File: src/rtl/otc_pkg.sv
package otc_pkg;
  localparam int OTC_INT_W  = 8;
  localparam int OTC_FRAC_W = 2;
  localparam int OTC_NUM_CH = 3;

  typedef enum logic {
    CODE_TWOS   = 1'b0,
    CODE_OFFSET = 1'b1
  } code_e;
endpackage

File: src/rtl/otc_decode.sv
module otc_decode #(
  parameter int INT_W  = otc_pkg::OTC_INT_W,
  parameter int FRAC_W = otc_pkg::OTC_FRAC_W,
  localparam int TW    = INT_W + FRAC_W,
  localparam int Q_W   = INT_W + 1 + FRAC_W
) (
  input  logic                  offset_mode,
  input  logic [TW-1:0]         temp_raw,
  input  logic [INT_W-1:0]      limit_raw,
  output logic signed [Q_W-1:0] temp_q,
  output logic signed [Q_W-1:0] limit_q,
  output logic                  dis_code
);
  localparam logic signed [INT_W:0] OFF_S   = (INT_W+1)'(1 << (INT_W-2));
  localparam logic signed [INT_W:0] OFF_DIS = (INT_W+1)'(1 - (1 << (INT_W-2)));
  localparam logic [INT_W-1:0]      TWOS_MIN = {1'b1, {(INT_W-1){1'b0}}};

  logic signed [INT_W:0] t_int;
  logic signed [INT_W:0] l_int;

  always_comb begin
    if (otc_pkg::code_e'(offset_mode) == otc_pkg::CODE_OFFSET) begin
      t_int    = $signed({1'b0, temp_raw[TW-1:FRAC_W]}) - OFF_S;
      l_int    = $signed({1'b0, limit_raw}) - OFF_S;
      dis_code = (l_int <= OFF_DIS);
    end else begin
      t_int    = $signed({temp_raw[TW-1], temp_raw[TW-1:FRAC_W]});
      l_int    = $signed({limit_raw[INT_W-1], limit_raw});
      dis_code = (limit_raw == TWOS_MIN);
    end
    temp_q  = {t_int, temp_raw[FRAC_W-1:0]};
    limit_q = {l_int, {FRAC_W{1'b0}}};
  end
endmodule

File: src/rtl/otc_channel.sv
module otc_channel #(
  parameter int Q_W           = 11,
  parameter int TRIP_MARGIN_Q = 1
) (
  input  logic                  clk,
  input  logic                  rst,
  input  logic                  strobe,
  input  logic                  active,
  input  logic                  hyst_off,
  input  logic signed [Q_W-1:0] temp_q,
  input  logic signed [Q_W-1:0] limit_q,
  output logic                  trip_d,
  output logic                  trip_q
);
  logic signed [Q_W:0] thr;
  logic                hot;
  logic                cool;

  always_comb begin
    thr  = $signed({limit_q[Q_W-1], limit_q}) + $signed((Q_W+1)'(TRIP_MARGIN_Q));
    hot  = $signed({temp_q[Q_W-1], temp_q}) >= thr;
    cool = temp_q <= limit_q;
  end

  always_comb begin
    trip_d = trip_q;
    if (!active)
      trip_d = 1'b0;
    else if (strobe) begin
      if (hyst_off)  trip_d = hot;
      else if (hot)  trip_d = 1'b1;
      else if (cool) trip_d = 1'b0;
    end
  end

  always_ff @(posedge clk) begin
    if (rst) trip_q <= 1'b0;
    else     trip_q <= trip_d;
  end

  // hot reading at a strobe on an active channel trips it
  p_trip_on_hot_r2: assert property (@(posedge clk) disable iff (rst)
    (strobe && active && hot) |=> trip_q);
  // a strobe at or below the limit releases it
  p_release_cool_r3: assert property (@(posedge clk) disable iff (rst)
    (strobe && active && cool) |=> !trip_q);
  // no strobe, no change while active
  p_hold_no_strobe_r4: assert property (@(posedge clk) disable iff (rst)
    (!strobe && active) |=> (trip_q == $past(trip_q)));
  // an inactive channel is clear on the next edge
  p_inactive_clear_r7: assert property (@(posedge clk) disable iff (rst)
    !active |=> !trip_q);
endmodule

File: src/rtl/overtemp_cmp.sv
module overtemp_cmp #(
  parameter int INT_W         = otc_pkg::OTC_INT_W,
  parameter int FRAC_W        = otc_pkg::OTC_FRAC_W,
  parameter int NUM_CH        = otc_pkg::OTC_NUM_CH,
  parameter int TRIP_MARGIN_Q = 1,
  localparam int TW           = INT_W + FRAC_W,
  localparam int Q_W          = INT_W + 1 + FRAC_W
) (
  input  logic                    clk,
  input  logic                    rst,
  input  logic                    offset_mode,
  input  logic                    hyst_off,
  input  logic [NUM_CH-1:0]       ch_enable,
  input  logic [NUM_CH-1:0]       conv_done,
  input  logic [NUM_CH*TW-1:0]    temp_raw,
  input  logic [NUM_CH*INT_W-1:0] limit_raw,
  output logic                    therm_n
);
  logic [NUM_CH-1:0] trip_d;
  logic [NUM_CH-1:0] trip_q;

  for (genvar g = 0; g < NUM_CH; g++) begin : g_ch
    logic signed [Q_W-1:0] temp_q;
    logic signed [Q_W-1:0] limit_q;
    logic                  dis_code;

    otc_decode #(.INT_W(INT_W), .FRAC_W(FRAC_W)) u_dec (
      .offset_mode (offset_mode),
      .temp_raw    (temp_raw[g*TW +: TW]),
      .limit_raw   (limit_raw[g*INT_W +: INT_W]),
      .temp_q      (temp_q),
      .limit_q     (limit_q),
      .dis_code    (dis_code)
    );

    otc_channel #(.Q_W(Q_W), .TRIP_MARGIN_Q(TRIP_MARGIN_Q)) u_chan (
      .clk      (clk),
      .rst      (rst),
      .strobe   (conv_done[g]),
      .active   (ch_enable[g] && !dis_code),
      .hyst_off (hyst_off),
      .temp_q   (temp_q),
      .limit_q  (limit_q),
      .trip_d   (trip_d[g]),
      .trip_q   (trip_q[g])
    );

    // a disable-code limit keeps the channel clear
    p_dis_code_clear_r8: assert property (@(posedge clk) disable iff (rst)
      dis_code |=> !trip_q[g]);
  end

  always_ff @(posedge clk) begin
    if (rst) therm_n <= 1'b1;
    else     therm_n <= ~|trip_d;
  end

  // output low exactly when some channel is tripped
  p_out_or_r11: assert property (@(posedge clk) disable iff (rst)
    therm_n == !(|trip_q));
  // reset leaves the output released
  p_reset_high_r1: assert property (@(posedge clk)
    rst |=> therm_n);
endmodule

File: config.mk
export PLATFORM = sky130hd
export DESIGN_NAME = overtemp_cmp
export DESIGN_NICKNAME = d
export VERILOG_FILES = /design/src/rtl/otc_pkg.sv /design/src/rtl/otc_decode.sv /design/src/rtl/otc_channel.sv /design/src/rtl/overtemp_cmp.sv
export SDC_FILE = /design/constraint.sdc
export NUM_CORES = 1
export LEC_CHECK = 0
export CORE_MARGIN = 2
export CORE_UTILIZATION = 55
export CTS_BUF_LIST = sky130_fd_sc_hd__clkbuf_4
export CTS_CLUSTER_SIZE = 30
export DETAILED_ROUTE_END_ITERATION = 6
export DONT_BUFFER_PORTS = 1
export PLACE_DENSITY = 0.76
export RECOVER_POWER = 25
export SYNTH_ARGS = -nofsm -noshare
export SYNTH_HDL_FRONTEND = slang
export SYNTH_SLANG_ARGS = --single-unit
File: constraint.sdc
create_clock -name clk -period 6.5 [get_ports clk]
set_input_delay 1.3 -clock clk [delete_from_list [all_inputs] [get_ports clk]]
set_output_delay 1.3 -clock clk [all_outputs]
set_load 0.01 [all_outputs]
Word-level counts from Yosys, hierarchy flattened --
Cells that the tools add are included.
Word-level totals: word-level logic and storage cells 57, bits of input ports 64, memories kept 0, latch bits 0, RAM bits 0, memory bits (read-only) 0, bits in registers 4, output and inout bits 1
Cells by class: multiplexer cells 24, bitwise gates (word level) 0, $add $sub $neg 9, equal/unequal tests 3, divide/modulo/power cells 0, multiply operators 0, shift operators 0, reductions and logical operators 8, order comparisons 9
Operators with widths (count):
- 2-to-1 mux 9 bit | 6
- subtractor 8 x 7 -> 9 bit, second input constant | 6
- adder 11 x 2 -> 12 bit, second input constant | 3
- greater-or-equal comparator 11 x 12 -> 1 bit | 3
- less-or-equal comparator 11 bit | 3
- less-or-equal comparator 9 x 7 -> 1 bit, second input constant | 3
- equality test 8 bit, second input constant | 3
- 2-to-1 mux 1 bit | 18
- zero test 1 bit | 4
- logical AND 1 bit | 3
- OR reduction 3 bit | 1

Longest topological paths before layout --
Gate-level depths: netlist of the first run.
depth in word-level cells 10, depth in mapped cells 11, depth with buffers taken out 11

By module --
A second synthesis of the first run with hierarchy kept.
Unflattened totals: cells, all modules 449, area total of the unflattened synthesis 3373.2 um2
Modules (own cells, without submodules):
- otc_channel at g_ch[0].u_chan ... | area an instance 802.0 um2, times used 2, sequential area each 20.0 um2, cells an instance 101
- otc_decode | area an instance 311.5 um2, times used 3, sequential area each 0.0 um2, cells an instance 45
- otc_channel at g_ch[2].u_chan | area an instance 784.5 um2, times used 1, sequential area each 20.0 um2, cells an instance 106
- overtemp_cmp | area an instance 50.0 um2, times used 1, sequential area each 20.0 um2, cells an instance 6

Worst setup path after synthesis of the first run --
Ideal clock, no wire load.
kind input-to-reg, start in offset_mode, end reg therm_n, data arrival time 3.245 ns, buffers on the path 2, cell stages on the path 10, data required time 6.372 ns, setup time 0.128 ns, slack 3.127 ns, cells stage by stage buf_2 > buf_1 > mux2i_1 > ha_1 > nand2_1 > nor3b_1 > a31oi_1 > o2111a_1 > a2111oi_4 > nor3_2
Between the ends: longest elaborated chain between the ends 9, elaborated cells on any way between the ends 41, those cells by class add/sub (3); order compare (6); mux (24); reduce/logical (8)
Ends and longest elaborated chain:
- from (decl) | line overtemp_cmp.sv:11 | input logic offset_mode,
- 2-to-1 mux 9 bit | line otc_decode.sv:22 | if (otc_pkg::code_e'(offset_mode) == otc_pkg::CODE_OFFSET) begin
- adder 11 x 2 -> 12 bit or less-or-equal comparator 11 bit (tied branches) | line otc_channel.sv:20, otc_channel.sv:22
- greater-or-equal comparator 11 x 12 -> 1 bit or 2-to-1 mux 1 bit (tied branches) | line otc_channel.sv:21, otc_channel.sv:32
- 2-to-1 mux 1 bit | line otc_channel.sv:31 | else if (hot) trip_d = 1'b1;
- 2-to-1 mux 1 bit | line otc_channel.sv:30 | if (hyst_off) trip_d = hot;
- 2-to-1 mux 1 bit | line otc_channel.sv:29 | else if (strobe) begin
- 2-to-1 mux 1 bit | line otc_channel.sv:27 | if (!active)
- OR reduction 3 bit (*) | line overtemp_cmp.sv:55 | else therm_n <= ~|trip_d;
- zero test 1 bit (*) | line overtemp_cmp.sv:55
- to (signal assigned) | line overtemp_cmp.sv:55
- to (decl) | line overtemp_cmp.sv:17 | output logic therm_n
Mark *: on every way between the ends. The rest lies on a longest branch, timed or not. A chain may end at the register's enable or synchronous reset.

Worst setup path in the final report of the first run --
start in limit_raw[14], end reg therm_n
Between the ends: longest elaborated chain between the ends 10, elaborated cells on any way between the ends 17, those cells by class add/sub (2); order compare (3); eq/ne (1); mux (7); reduce/logical (4)
Ends and longest elaborated chain:
- from (decl) | line overtemp_cmp.sv:16 | input logic [NUM_CH*INT_W-1:0] limit_raw,
- subtractor 8 x 7 -> 9 bit | line otc_decode.sv:24 | l_int = $signed({1'b0, limit_raw}) - OFF_S;
- 2-to-1 mux 9 bit | line otc_decode.sv:22
- adder 11 x 2 -> 12 bit or less-or-equal comparator 11 bit (tied branches) | line otc_channel.sv:20, otc_channel.sv:22
- greater-or-equal comparator 11 x 12 -> 1 bit or 2-to-1 mux 1 bit (tied branches) | line otc_channel.sv:21, otc_channel.sv:32
- 2-to-1 mux 1 bit | line otc_channel.sv:31
- 2-to-1 mux 1 bit | line otc_channel.sv:30
- 2-to-1 mux 1 bit | line otc_channel.sv:29
- 2-to-1 mux 1 bit (*) | line otc_channel.sv:27
- OR reduction 3 bit (*) | line overtemp_cmp.sv:55
- zero test 1 bit (*) | line overtemp_cmp.sv:55
Marked as above.

==> parameters.txt, run 1 <==
Parameter                              Value

Run status
  Status    finished, final reports clean

STA
  Hold Fails Final Rpt    0
  Layout Skew    slightly above 0.7 ps
  Final max-slew violation count    0
  Tmin final    3150 ps
  Unrepaired setup endpoints after global routing    false
  Slew of the pin with the lowest slew margin    around 500 ps
  Total of endpoints with negative setup slack in the final report    0
  Maximum clock frequency    approximately 320 MHz
  Normalized max-slew margin    66.0%
  Setup Total Neg Slack    0 ps
  Share of the clock period used by the worst path after layout    ~49%

Clock tree
  Root Driver    clkbuf_4
  CTS tree    yes
  Clock slew at the register clock pins of the worst setup and hold paths    ~40 ps
  Deepest clock path buffer count    2
  Clock insertion delay at the later pin of the skew report    about 240 ps
  Quantity of gates resized following cts    0
  Quantity of hold-fixing buffers added after cts    0
  # clock sinks    4
  Number of levels in the clock H-tree    1
  TritonCTS Buffers    3
  Setup Fix Bufs, Post-CTS    0

Placed design
  Port Buffer Count    0
  Post-detailed-placement half-perimeter wirelength    roughly 2.7 mm
  GPL Wtd Cong    roughly 0.85
  Cell area after placement    1560 µm²

Pwr
  Static Leak    ~0.81 nW
  Power per cell area    slightly below 90 nW/µm²
  Max VDD drop    0.0587 mV

Setup path
  Max Fanout on Critical Path    4
  Register-to-register setup slack    roughly 5200 ps
  Top cell family by delay on the critical path    compound AO/OA/AOI/OAI gates
  Instance count on the critical path    11
  Startpoint type of the worst setup path    input pin
  Max stage delay cell, worst path    nor4b_2
  Capture instance of the worst register-to-register path    therm_n
  Launch instance of the worst register-to-register path    g_ch[1].u_chan.trip_q
  Largest stage delay on the critical path    approximately 390 ps
  Worst path required time    roughly 6600 ps
  Crit Path Category    input pin to register
  Arrival time reported for the critical path endpoint    between 3000 and 4000 ps
  Setup crit end kind    register
  Setup crit start    limit_raw[14]
  Cells along the critical path    inv_1 > ha_1 > inv_1 > a21oi_1 > ha_1 > nand2_1 > nor4b_2 > o2111a_1 > a221oi_1 > a211oi_1 > nor3_2
  Buffers plus inverters on the worst setup path    2
  Number of cell instances on the worst register-to-register path    5

Route
  Detailed-route via count    1399
  Number of design rule violations left after detail routing    0
  First DRT Iteration DRCs    25
  Length of routed met2 wiring    1.51 mm
  Detail Route met3 WL    approximately 190 µm
  Post-detailed-route via-to-cell ratio    5.69
  Highest metal used    met4
  Count of antenna-violating nets left after detailed routing    0
  Post-Route M1 WL    roughly 1.3 mm
  Number of iterations in the first detailed-routing pass    4
  Total wirelength of the detailed-routed design    about 3 mm
  Detail-routed net length per standard cell    around 12 µm

Die
  Die outline area    3220 µm²
  Ports    65
  Die span in y    ~57 µm
  Horizontal die dimension    between 50 and 60 µm
  Initial core utilization    a little under three fifths
  Placeable Area    between 2000 and 3000 µm²
  Cell row count    19

Global routing
  Wire length of the first global-routing pass    5.22 mm
  Total global routing track utilization    about a fifth
  Via count of the first global-routing pass    between 1000 and 1500
  Total congestion overflow    0
  Maximum number of pins on one net before global-route repair    33
  Antenna violations before repair    0

Yosys
  Number of synthesized flops with an enable pin    0
  Mapped cell area    between 1500 and 2000 µm²
  Number of unique standard cell types used by synthesis    43
  Post-synthesis instance total    between 200 and 250
  Fraction of the yosys area taken by sequential cells    approximately 5.2%
  Fraction of synthesis flops using an asynchronous set or reset pin    0%
  YS warnings    0
  Post-synth top flop    dfxtp_1
  Total nets after synthesis    318
  #FFs+latches synth    4
  Average size of a mapped cell    between 7 and 8 µm²

Final layout
  Fillers    between 200 and 300
  Share of cells above drive strength 1    between 5 and 6%
  Layout area overhead    3.19%
  Summed area of non-filler cells in the final layout    approximately 1600 µm²
  Net count, final    320
  Final antenna diode count    0

Min path
  Origin of the worst min-delay path    g_ch[2].u_chan.trip_q
  Hold path depth    2
  Hold Crit Class    register to register
  Worst hold endpoint    g_ch[2].u_chan.trip_q

Flow run
  Maximum Capacitance Violations    0
[flip-flops by register name, summed over array words and instances, names as in the netlist]
signal              cells
g_ch.u_chan.trip_q      3
therm_n                 1
[layout make-up]
| cell class | instances | area, µm² | area share, % |
|---|---|---|---|
| clock buffers | 3 | 22.5 | 1.43 |
| inverters | 44 | 165 | 10.5 |
| multi-input cells | 164 | 1270 | 80.6 |
| flip-flops and latches | 4 | 80.1 | 5.07 |
| well taps | 31 | 38.8 | 2.45 |
[cells by family (layout without fill, tap and decap cells)]
| group | Yosys count | in the layout | share of synthesized area (%) |
|---|---|---|---|
| AND/OR/NAND/NOR | 59 | 59 | 20.5 |
| AO/OA/AOI/OAI | 57 | 57 | 25.1 |
| XOR/XNOR | 4 | 4 | 2.29 |
| multiplexers | 3 | 3 | 1.96 |
| adder cells (fa/ha/maj) | 41 | 41 | 33.3 |
| buffers and inverters | 47 | 47 | 11.6 |
| flip-flops | 4 | 4 | 5.23 |
[metal layers]
layer  track usage [%]  vias up
met4              5.98        0
met5                 0        -
met3              3.69        3
met1              22.8      608
li1                  -      752
met2              37.0       36
[synth_stat cells, types with 3 or more instances]
cell type | count | area (µm²)
a21o_1 | 3 | 22.5
o21a_1 | 3 | 22.5
nor4_1 | 3 | 18.8
a31oi_1 | 3 | 18.8
o21ai_0 | 13 | 65.1
mux2i_1 | 3 | 30.0
nor2_1 | 9 | 33.8
ha_1 | 39 | 488
nand3_1 | 9 | 45.0
dfxtp_1 | 4 | 80.1
inv_1 | 43 | 161
nand2b_1 | 5 | 31.3
nor3_1 | 3 | 15.0
nand2_1 | 17 | 63.8
a21oi_1 | 18 | 90.1
[per-stage QoR]
step	power [W]	setup WS (ps)	std cells	hold WS [ps]	utilization (%)
4_1_cts	0.000142	3350	246	487	58.3
2_1_floorplan	0.0000977	3130	215	455	-
3_3_place_gp	0.000107	3130	243	481	57.5
5_1_grt	0.000156	3170	246	521	58.3
3_5_place_dp	0.000109	3110	243	479	57.5
6_report	0.000139	3350	246	482	58.3
[worst max-delay path by stage]
stage / end / slack, ps
6_report: therm_n / 3350
5_1_grt: therm_n / 3170
4_1_cts: therm_n / 3350
3_5_place_dp: therm_n / 3110
3_3_place_gp: therm_n / 3130
2_1_floorplan: therm_n / 3130
[power breakdown]
group / internal [W] / switching, W
logic: 0.0000382 / 0.0000418
clock network: 0.0000207 / 0.0000105
registers: 0.0000268 / 0.00000136
[worst reg2reg max path, cell delays in order, from the launching register on]
cell      delay, ps
dfxtp_1         330
nand3b_1        100
a21o_1          160
a22o_1          180
a211oi_1        360
nor3_2           80
[placed cells by master (no fill, tap or decap), types with 3 or more instances in the layout]
master / Yosys / layout
inv_1: 43 / 43
ha_1: 39 / 39
a21oi_1: 18 / 18
nand2_1: 17 / 17
o21ai_0: 13 / 13
nor2_1: 9 / 9
nand3_1: 9 / 9
nand2b_1: 5 / 5
dfxtp_1: 4 / 4
mux2i_1: 3 / 3
nor3_1: 3 / 3
o21a_1: 3 / 3
a21o_1: 3 / 3
nor4_1: 3 / 3
a31oi_1: 3 / 3
clkbuf_4: 0 / 3
No activity file was read; power rests on OpenSTA's default activity.
==> inputs of run 2 (changes only) <==
--- a/config.mk
+++ b/config.mk
@@ -11,7 +11,7 @@
 export CTS_CLUSTER_SIZE = 30
 export DETAILED_ROUTE_END_ITERATION = 6
 export DONT_BUFFER_PORTS = 1
-export PLACE_DENSITY = 0.76
+export PLACE_DENSITY = 0.79
 export RECOVER_POWER = 25
 export SYNTH_ARGS = -nofsm -noshare
 export SYNTH_HDL_FRONTEND = slang
==> constraint.sdc (replaced) <==
create_clock -name clk -period 2.54 [get_ports clk]
set_input_delay 0.508 -clock clk [delete_from_list [all_inputs] [get_ports clk]]
set_output_delay 0.508 -clock clk [all_outputs]
set_load 0.01 [all_outputs]
==> parameters.txt, run 2 (synthesized netlist as in run 1, its figures left out) <==
Parameter                              Value

Run status
  Status    finished, final reports clean (unchanged)

Placed design
  Cell area after placement    1570 µm² (was 1560 µm²)
  Post-detailed-placement half-perimeter wirelength    2.70 mm (was 2.73 mm)
  Port Buffer Count    0 (unchanged)
  GPL Wtd Cong    0.835 (was 0.851)

Clock tree
  Setup Fix Bufs, Post-CTS    0 (unchanged)
  Deepest clock path buffer count    2 (unchanged)
  Quantity of gates resized following cts    0 (unchanged)
  Clock slew at the register clock pins of the worst setup and hold paths    40 ps (about the same)
  TritonCTS Buffers    3 (unchanged)
  # clock sinks    4 (unchanged)
  Number of levels in the clock H-tree    1 (unchanged)
  CTS tree    yes (unchanged)
  Quantity of hold-fixing buffers added after cts    0 (unchanged)
  Clock insertion delay at the later pin of the skew report    230 ps (was 240 ps)
  Root Driver    clkbuf_4 (unchanged)

Die
  Die outline area    3220 µm² (unchanged)
  Horizontal die dimension    56.8 µm (unchanged)
  Initial core utilization    56.5% (unchanged)
  Die span in y    56.8 µm (unchanged)
  Placeable Area    2710 µm² (unchanged)
  Ports    65 (unchanged)
  Cell row count    19 (unchanged)

Route
  Total wirelength of the detailed-routed design    2.97 mm (was 3.07 mm)
  First DRT Iteration DRCs    38 (was 25)
  Detailed-route via count    1394 (was 1399)
  Post-detailed-route via-to-cell ratio    5.64 (was 5.69)
  Detail-routed net length per standard cell    12.0 µm (was 12.5 µm)
  Number of design rule violations left after detail routing    0 (unchanged)
  Number of iterations in the first detailed-routing pass    4 (unchanged)
  Count of antenna-violating nets left after detailed routing    0 (unchanged)

Setup path
  Worst path required time    2640 ps (was 6610 ps)
  Max Fanout on Critical Path    4 (unchanged)
  Crit Path Category    input pin to register (unchanged)
  Largest stage delay on the critical path    320 ps (was 390 ps)
  Register-to-register setup slack    1240 ps (was 5160 ps)
  Cells along the critical path    inv_2 > ha_1 > nand2_1 > o21ai_0 > ha_1 > nand2_1 > nor3b_1 > a31oi_1 > o2111a_1 > a2111oi_4 > nor3_2 (was inv_1 > ha_1 > inv_1 > a21oi_1 > ha_1 > nand2_1 > nor4b_2 > o2111a_1 > a221oi_1 > a211oi_1 > nor3_2)
  Top cell family by delay on the critical path    compound AO/OA/AOI/OAI gates (unchanged)
  Launch instance of the worst register-to-register path    g_ch[1].u_chan.trip_q (unchanged)
  Capture instance of the worst register-to-register path    therm_n (unchanged)
  Buffers plus inverters on the worst setup path    1 (was 2)
  Startpoint type of the worst setup path    input pin (unchanged)
  Setup crit end kind    register (unchanged)
  Arrival time reported for the critical path endpoint    2430 ps (was 3260 ps)
  Max stage delay cell, worst path    a2111oi_4 (was nor4b_2)
  Number of cell instances on the worst register-to-register path    5 (unchanged)

Final layout
  Layout area overhead    3.68% (was 3.19%)
  Largest reg by FF count    g_ch.u_chan.trip_q (unchanged)
  Largest registers    g_ch.u_chan.trip_q (3), therm_n (1) (unchanged)
  Commonest cells after routing, fill and taps aside    inv_1, ha_1, a21oi_1 (unchanged)
  Net count, final    321 (was 320)
  Summed area of non-filler cells in the final layout    1590 µm² (was 1580 µm²)
  Most frequent standard cell in the layout excluding fill and tap cells    inv_1 (unchanged)
  Fillers    269 (was 279)
  Share of cells above drive strength 1    6.02% (was 5.58%)
  Final antenna diode count    0 (unchanged)
  Largest register FFs    3 (unchanged)

STA
  Final max-slew violation count    0 (unchanged)
  Setup Total Neg Slack    0 ps (unchanged)
  Unrepaired setup endpoints after global routing    false (unchanged)
  Hold Fails Final Rpt    0 (unchanged)
  Maximum clock frequency    approximately 430 MHz
  Share of the clock period used by the worst path after layout    between 90% and 100%
  Layout Skew    1.47 ps (was 0.726 ps)
  Normalized max-slew margin    67.6% (was 66.0%)
  Total of endpoints with negative setup slack in the final report    0 (unchanged)
  Tmin final    roughly 2300 ps
  Slew of the pin with the lowest slew margin    474 ps (was 498 ps)

Pwr
  Static Leak    0.819 nW (was 0.813 nW)
  Switching share of power    37.6% (was 38.5%)
  Power per cell area    221 nW/µm² (was 88.2 nW/µm²)
  Max VDD drop    0.133 mV (was 0.0587 mV)
  Power share of the clock group    21.5% (was 22.4%)
  Total net switching power    0.000132 W (was 0.0000537 W)
  Sequential group share of total power    20.6% (was 20.2%)
  Gate power share    57.9% (was 57.4%)
  Cell-internal power    0.000219 W (was 0.0000857 W)

Global routing
  Via count of the first global-routing pass    1232 (was 1356)
  Maximum number of pins on one net before global-route repair    33 (unchanged)
  Antenna violations before repair    0 (unchanged)
  Wire length of the first global-routing pass    4.89 mm (was 5.22 mm)
  Total global routing track utilization    18.2% (was 19.9%)
  Total congestion overflow    0 (unchanged)

Min path
  Hold path depth    2 (unchanged)
  Worst hold endpoint    g_ch[1].u_chan.trip_q (was g_ch[2].u_chan.trip_q)
  Origin of the worst min-delay path    ch_enable[1] (was g_ch[2].u_chan.trip_q)
  Hold Crit Class    input pin to register (was register to register)

Flow run
  Maximum Capacitance Violations    0 (unchanged)
[run 2: cell count changes in the layout (fill, tap and decap cells not counted), sizes merged]
| cell | change |
|---|---|
| buf | +1 |
[run 2: how the worst max path moves through the flow]
stage,cells after the start,slack (ps),end,start
2_1_floorplan,10,8,therm_n,offset_mode
3_3_place_gp,11,30,therm_n,limit_raw[6]
3_5_place_dp,11,-20,therm_n,limit_raw[6]
4_1_cts,11,230,therm_n,limit_raw[6]
5_1_grt,11,90,therm_n,limit_raw[6]
6_report,11,220,therm_n,limit_raw[6]
[run 2: power groups by stage]
stage | sequential [W] | clock, W | combinational, W
3_3_place_gp | 0.0000736 | 0 | 0.000200
6_report | 0.0000722 | 0.0000754 | 0.000203
2_1_floorplan | 0.0000723 | 0 | 0.000178
3_5_place_dp | 0.0000735 | 0 | 0.000204
4_1_cts | 0.0000725 | 0.0000783 | 0.000205
5_1_grt | 0.0000726 | 0.0000842 | 0.000239
[run 2: stage by stage]
step | util [%] | instances | total power [W] | hold slack [ps] | setup WS [ps]
6_report | 58.6 | 247 | 0.000351 | 447 | 219
5_1_grt | 58.6 | 247 | 0.000396 | 465 | 87.2
4_1_cts | 58.6 | 247 | 0.000356 | 448 | 225
3_5_place_dp | 57.8 | 244 | 0.000278 | 492 | -17.9
3_3_place_gp | 57.8 | 244 | 0.000274 | 491 | 32.7
2_1_floorplan | - | 215 | 0.000250 | 455 | 7.57
[run 2: area by class of cell]
type / count / area [µm²] / area share, %
well taps: 31 / 38.8 / 2.44
clock buffers: 3 / 22.5 / 1.42
flip-flops and latches: 4 / 80.1 / 5.04
inverters: 44 / 165 / 10.4
repair buffers: 1 / 7.51 / 0.473
multi-input cells: 164 / 1270 / 80.2
[run 2: routing by layer]
| layer | vias to the layer above | GRT usage [%] | routed length [µm] |
|---|---|---|---|
| met5 | - | 0 | 0 |
| met4 | 0 | 3.99 | 0 |
| met3 | 0 | 2.53 | 150 |
| met2 | 28 | 31.4 | 1440 |
| met1 | 609 | 23.9 | 1380 |
| li1 | 757 | - | - |
==> inputs of run 3 (changes only) <==
--- a/config.mk
+++ b/config.mk
@@ -6,12 +6,12 @@
 export NUM_CORES = 1
 export LEC_CHECK = 0
 export CORE_MARGIN = 2
-export CORE_UTILIZATION = 55
+export CORE_UTILIZATION = 30
 export CTS_BUF_LIST = sky130_fd_sc_hd__clkbuf_4
 export CTS_CLUSTER_SIZE = 30
 export DETAILED_ROUTE_END_ITERATION = 6
 export DONT_BUFFER_PORTS = 1
-export PLACE_DENSITY = 0.79
+export PLACE_DENSITY = 0.51
 export RECOVER_POWER = 25
 export SYNTH_ARGS = -nofsm -noshare
 export SYNTH_HDL_FRONTEND = slang
==> constraint.sdc (replaced) <==
create_clock -name clk -period 2.09 [get_ports clk]
set_input_delay 0.418 -clock clk [delete_from_list [all_inputs] [get_ports clk]]
set_output_delay 0.418 -clock clk [all_outputs]
set_load 0.01 [all_outputs]
==> parameters.txt, run 3 (synthesized netlist as in run 1, its figures left out) <==
Parameter                              Value

Final layout
  Share of cells above drive strength 1    16.0% (was 6.02%)
  Largest reg by FF count    g_ch.u_chan.trip_q (unchanged)
  Largest registers    g_ch.u_chan.trip_q (3), therm_n (1) (unchanged)
  Largest register FFs    3 (unchanged)
  Layout area overhead    16.5% (was 3.68%)
  Commonest cells after routing, fill and taps aside    inv_1, ha_1, a21oi_1 (unchanged)
  Register area    80.1 µm² (unchanged)
  Summed area of non-filler cells in the final layout    1780 µm² (was 1590 µm²)
  Final antenna diode count    0 (unchanged)
  Most frequent standard cell in the layout excluding fill and tap cells    inv_1 (unchanged)
  Multi-input logic area    1350 µm² (was 1270 µm²)
  Net count, final    330 (was 321)
  Final Non-Filler Cells    295 (was 247)
  Fillers    553 (was 269)

Clock tree
  Root Driver    clkbuf_4 (unchanged)
  TritonCTS Buffers    3 (unchanged)
  Clock slew at the register clock pins of the worst setup and hold paths    40 ps (about the same)
  CTS tree    yes (unchanged)
  Number of levels in the clock H-tree    1 (unchanged)
  # clock sinks    4 (unchanged)
  Deepest clock path buffer count    2 (unchanged)
  Quantity of hold-fixing buffers added after cts    0 (unchanged)
  Clock insertion delay at the later pin of the skew report    230 ps (about the same)

Placed design
  Cell area after placement    1690 µm² (was 1570 µm²)
  Post-detailed-placement half-perimeter wirelength    3.12 mm (was 2.70 mm)
  GPL Wtd Cong    0.751 (was 0.835)
  Number of placed cells counting well taps    289 (was 244)
  Port Buffer Count    0 (unchanged)

Setup path
  Top cell family by delay on the critical path    compound AO/OA/AOI/OAI gates (unchanged)
  Setup crit end kind    register (unchanged)
  Max stage delay cell, worst path    a2111oi_4 (unchanged)
  Max Fanout on Critical Path    3 (was 4)
  Startpoint type of the worst setup path    input pin (unchanged)
  Largest stage delay on the critical path    380 ps (was 320 ps)
  Arrival time reported for the critical path endpoint    2240 ps (was 2430 ps)
  Cells along the critical path    clkinvlp_4 > ha_4 > a21oi_2 > ha_1 > nand2_2 > nor3b_4 > a31oi_1 > o2111a_1 > a2111oi_4 > nor3_2 (was inv_2 > ha_1 > nand2_1 > o21ai_0 > ha_1 > nand2_1 > nor3b_1 > a31oi_1 > o2111a_1 > a2111oi_4 > nor3_2)
  Worst path required time    2210 ps (was 2640 ps)
  Crit Path Category    input pin to register (unchanged)
  Buffers plus inverters on the worst setup path    1 (unchanged)

Die
  Horizontal die dimension    75.5 µm (was 56.8 µm)
  Ports    65 (unchanged)
  Die span in y    75.5 µm (was 56.8 µm)
  Initial core utilization    30.6% (was 56.5%)
  Cell row count    26 (was 19)
  Placeable Area    5010 µm² (was 2710 µm²)
  Die outline area    5690 µm² (was 3220 µm²)

STA
  Normalized max-slew margin    70.6% (was 67.6%)
  Setup slack of the critical path after layout    -29.5 ps (was 219 ps)
  Layout Skew    0.841 ps (was 1.47 ps)
  Tmin final    between 2000 and 2500 ps
  Total of endpoints with negative setup slack in the final report    1 (was 0)
  Final max-slew violation count    0 (unchanged)
  Slew of the pin with the lowest slew margin    430 ps (was 474 ps)
  Unrepaired setup endpoints after global routing    true (was false)
  Hold Fails Final Rpt    0 (unchanged)
  Share of the clock period used by the worst path after layout    101%
  Maximum clock frequency    roughly 470 MHz

Global routing
  Antenna violations before repair    0 (unchanged)
  Total global routing track utilization    11.8% (was 18.2%)
  GR peak layer    met2 (unchanged)
  Via count of the first global-routing pass    1284 (was 1232)
  Met3 capacity usage during global routing    2.25% (was 2.53%)
  Wire length of the first global-routing pass    5.25 mm (was 4.89 mm)
  Maximum number of pins on one net before global-route repair    33 (unchanged)
  Global Route met1 Usage    14.2% (was 23.9%)
  Total congestion overflow    0 (unchanged)
  GRT met2 Usage    20.5% (was 31.4%)

Route
  Count of antenna-violating nets left after detailed routing    0 (unchanged)
  First DRT Iteration DRCs    20 (was 38)
  Detailed-route via count    1410 (was 1394)
  Detail-routed net length per standard cell    11.8 µm (was 12.0 µm)
  Total wirelength of the detailed-routed design    3.47 mm (was 2.97 mm)
  Number of design rule violations left after detail routing    0 (unchanged)
  Number of iterations in the first detailed-routing pass    4 (unchanged)
  Post-detailed-route via-to-cell ratio    4.78 (was 5.64)

Pwr
  Power per cell area    266 nW/µm² (was 221 nW/µm²)
  Power Total    0.000474 W (was 0.000351 W)
  Static Leak    0.874 nW (was 0.819 nW)
  Max VDD drop    0.0926 mV (was 0.133 mV)

Min path
  Hold Crit Class    input pin to register (unchanged)

Run status
  Violations in the final reports    setup timing
  Status    finished, violations left (was finished, final reports clean)

Flow run
  Maximum Capacitance Violations    0 (unchanged)
## run 3: what timing repair did
item                                    in CTS  in global routing
pin swaps                                    1                  8
buffers inserted                             0                  3
endpoints found under the setup margin       1                  2
gates resized for setup                      0                 12
## run 3: layer usage
layer / part of all wire, % / wire (µm)
met1: 45 / 1560
met4: 0.78 / 27
met2: 48 / 1670
met3: 6.1 / 212
met5: 0 / 0
## run 3: final timing paths
kind / slack (ps) / endpoint / from / cells after the start
max: -30 / therm_n / temp_raw[8] / 10
max reg2reg: 860 / therm_n / g_ch[1].u_chan.trip_q / 5
min reg2reg: 500 / g_ch[2].u_chan.trip_q / g_ch[2].u_chan.trip_q / 2
min: 350 / g_ch[1].u_chan.trip_q / ch_enable[1] / 2
## run 3: area by class of cell
cell class	instances	share of cell area, %
Multi-Input combinational cell	164	75.5
Clock buffer	3	1.26
Tap cell	70	4.91
Inverter	44	9.61
Sequential cell	4	4.49
Timing Repair Buffer	10	4.21
## run 3: per-stage QoR
stage | utilization [%] | worst slack [ps] | hold slack, ps | setup TNS (ps)
floorplan | - | -115 | 455 | -168
global placement | 33.8 | -227 | 502 | -427
detailed placement | 33.8 | -251 | 505 | -478
CTS | 34.2 | 10.1 | 339 | 0
global route | 35.6 | -109 | 365 | -157
finish | 35.6 | -29.5 | 347 | -29.5
## run 3: where the power goes
part	total [W]	internal [W]	switching, W
logic	0.000291	0.000145	0.000147
registers	0.0000883	0.0000834	0.00000489
clock network	0.0000948	0.0000642	0.0000306
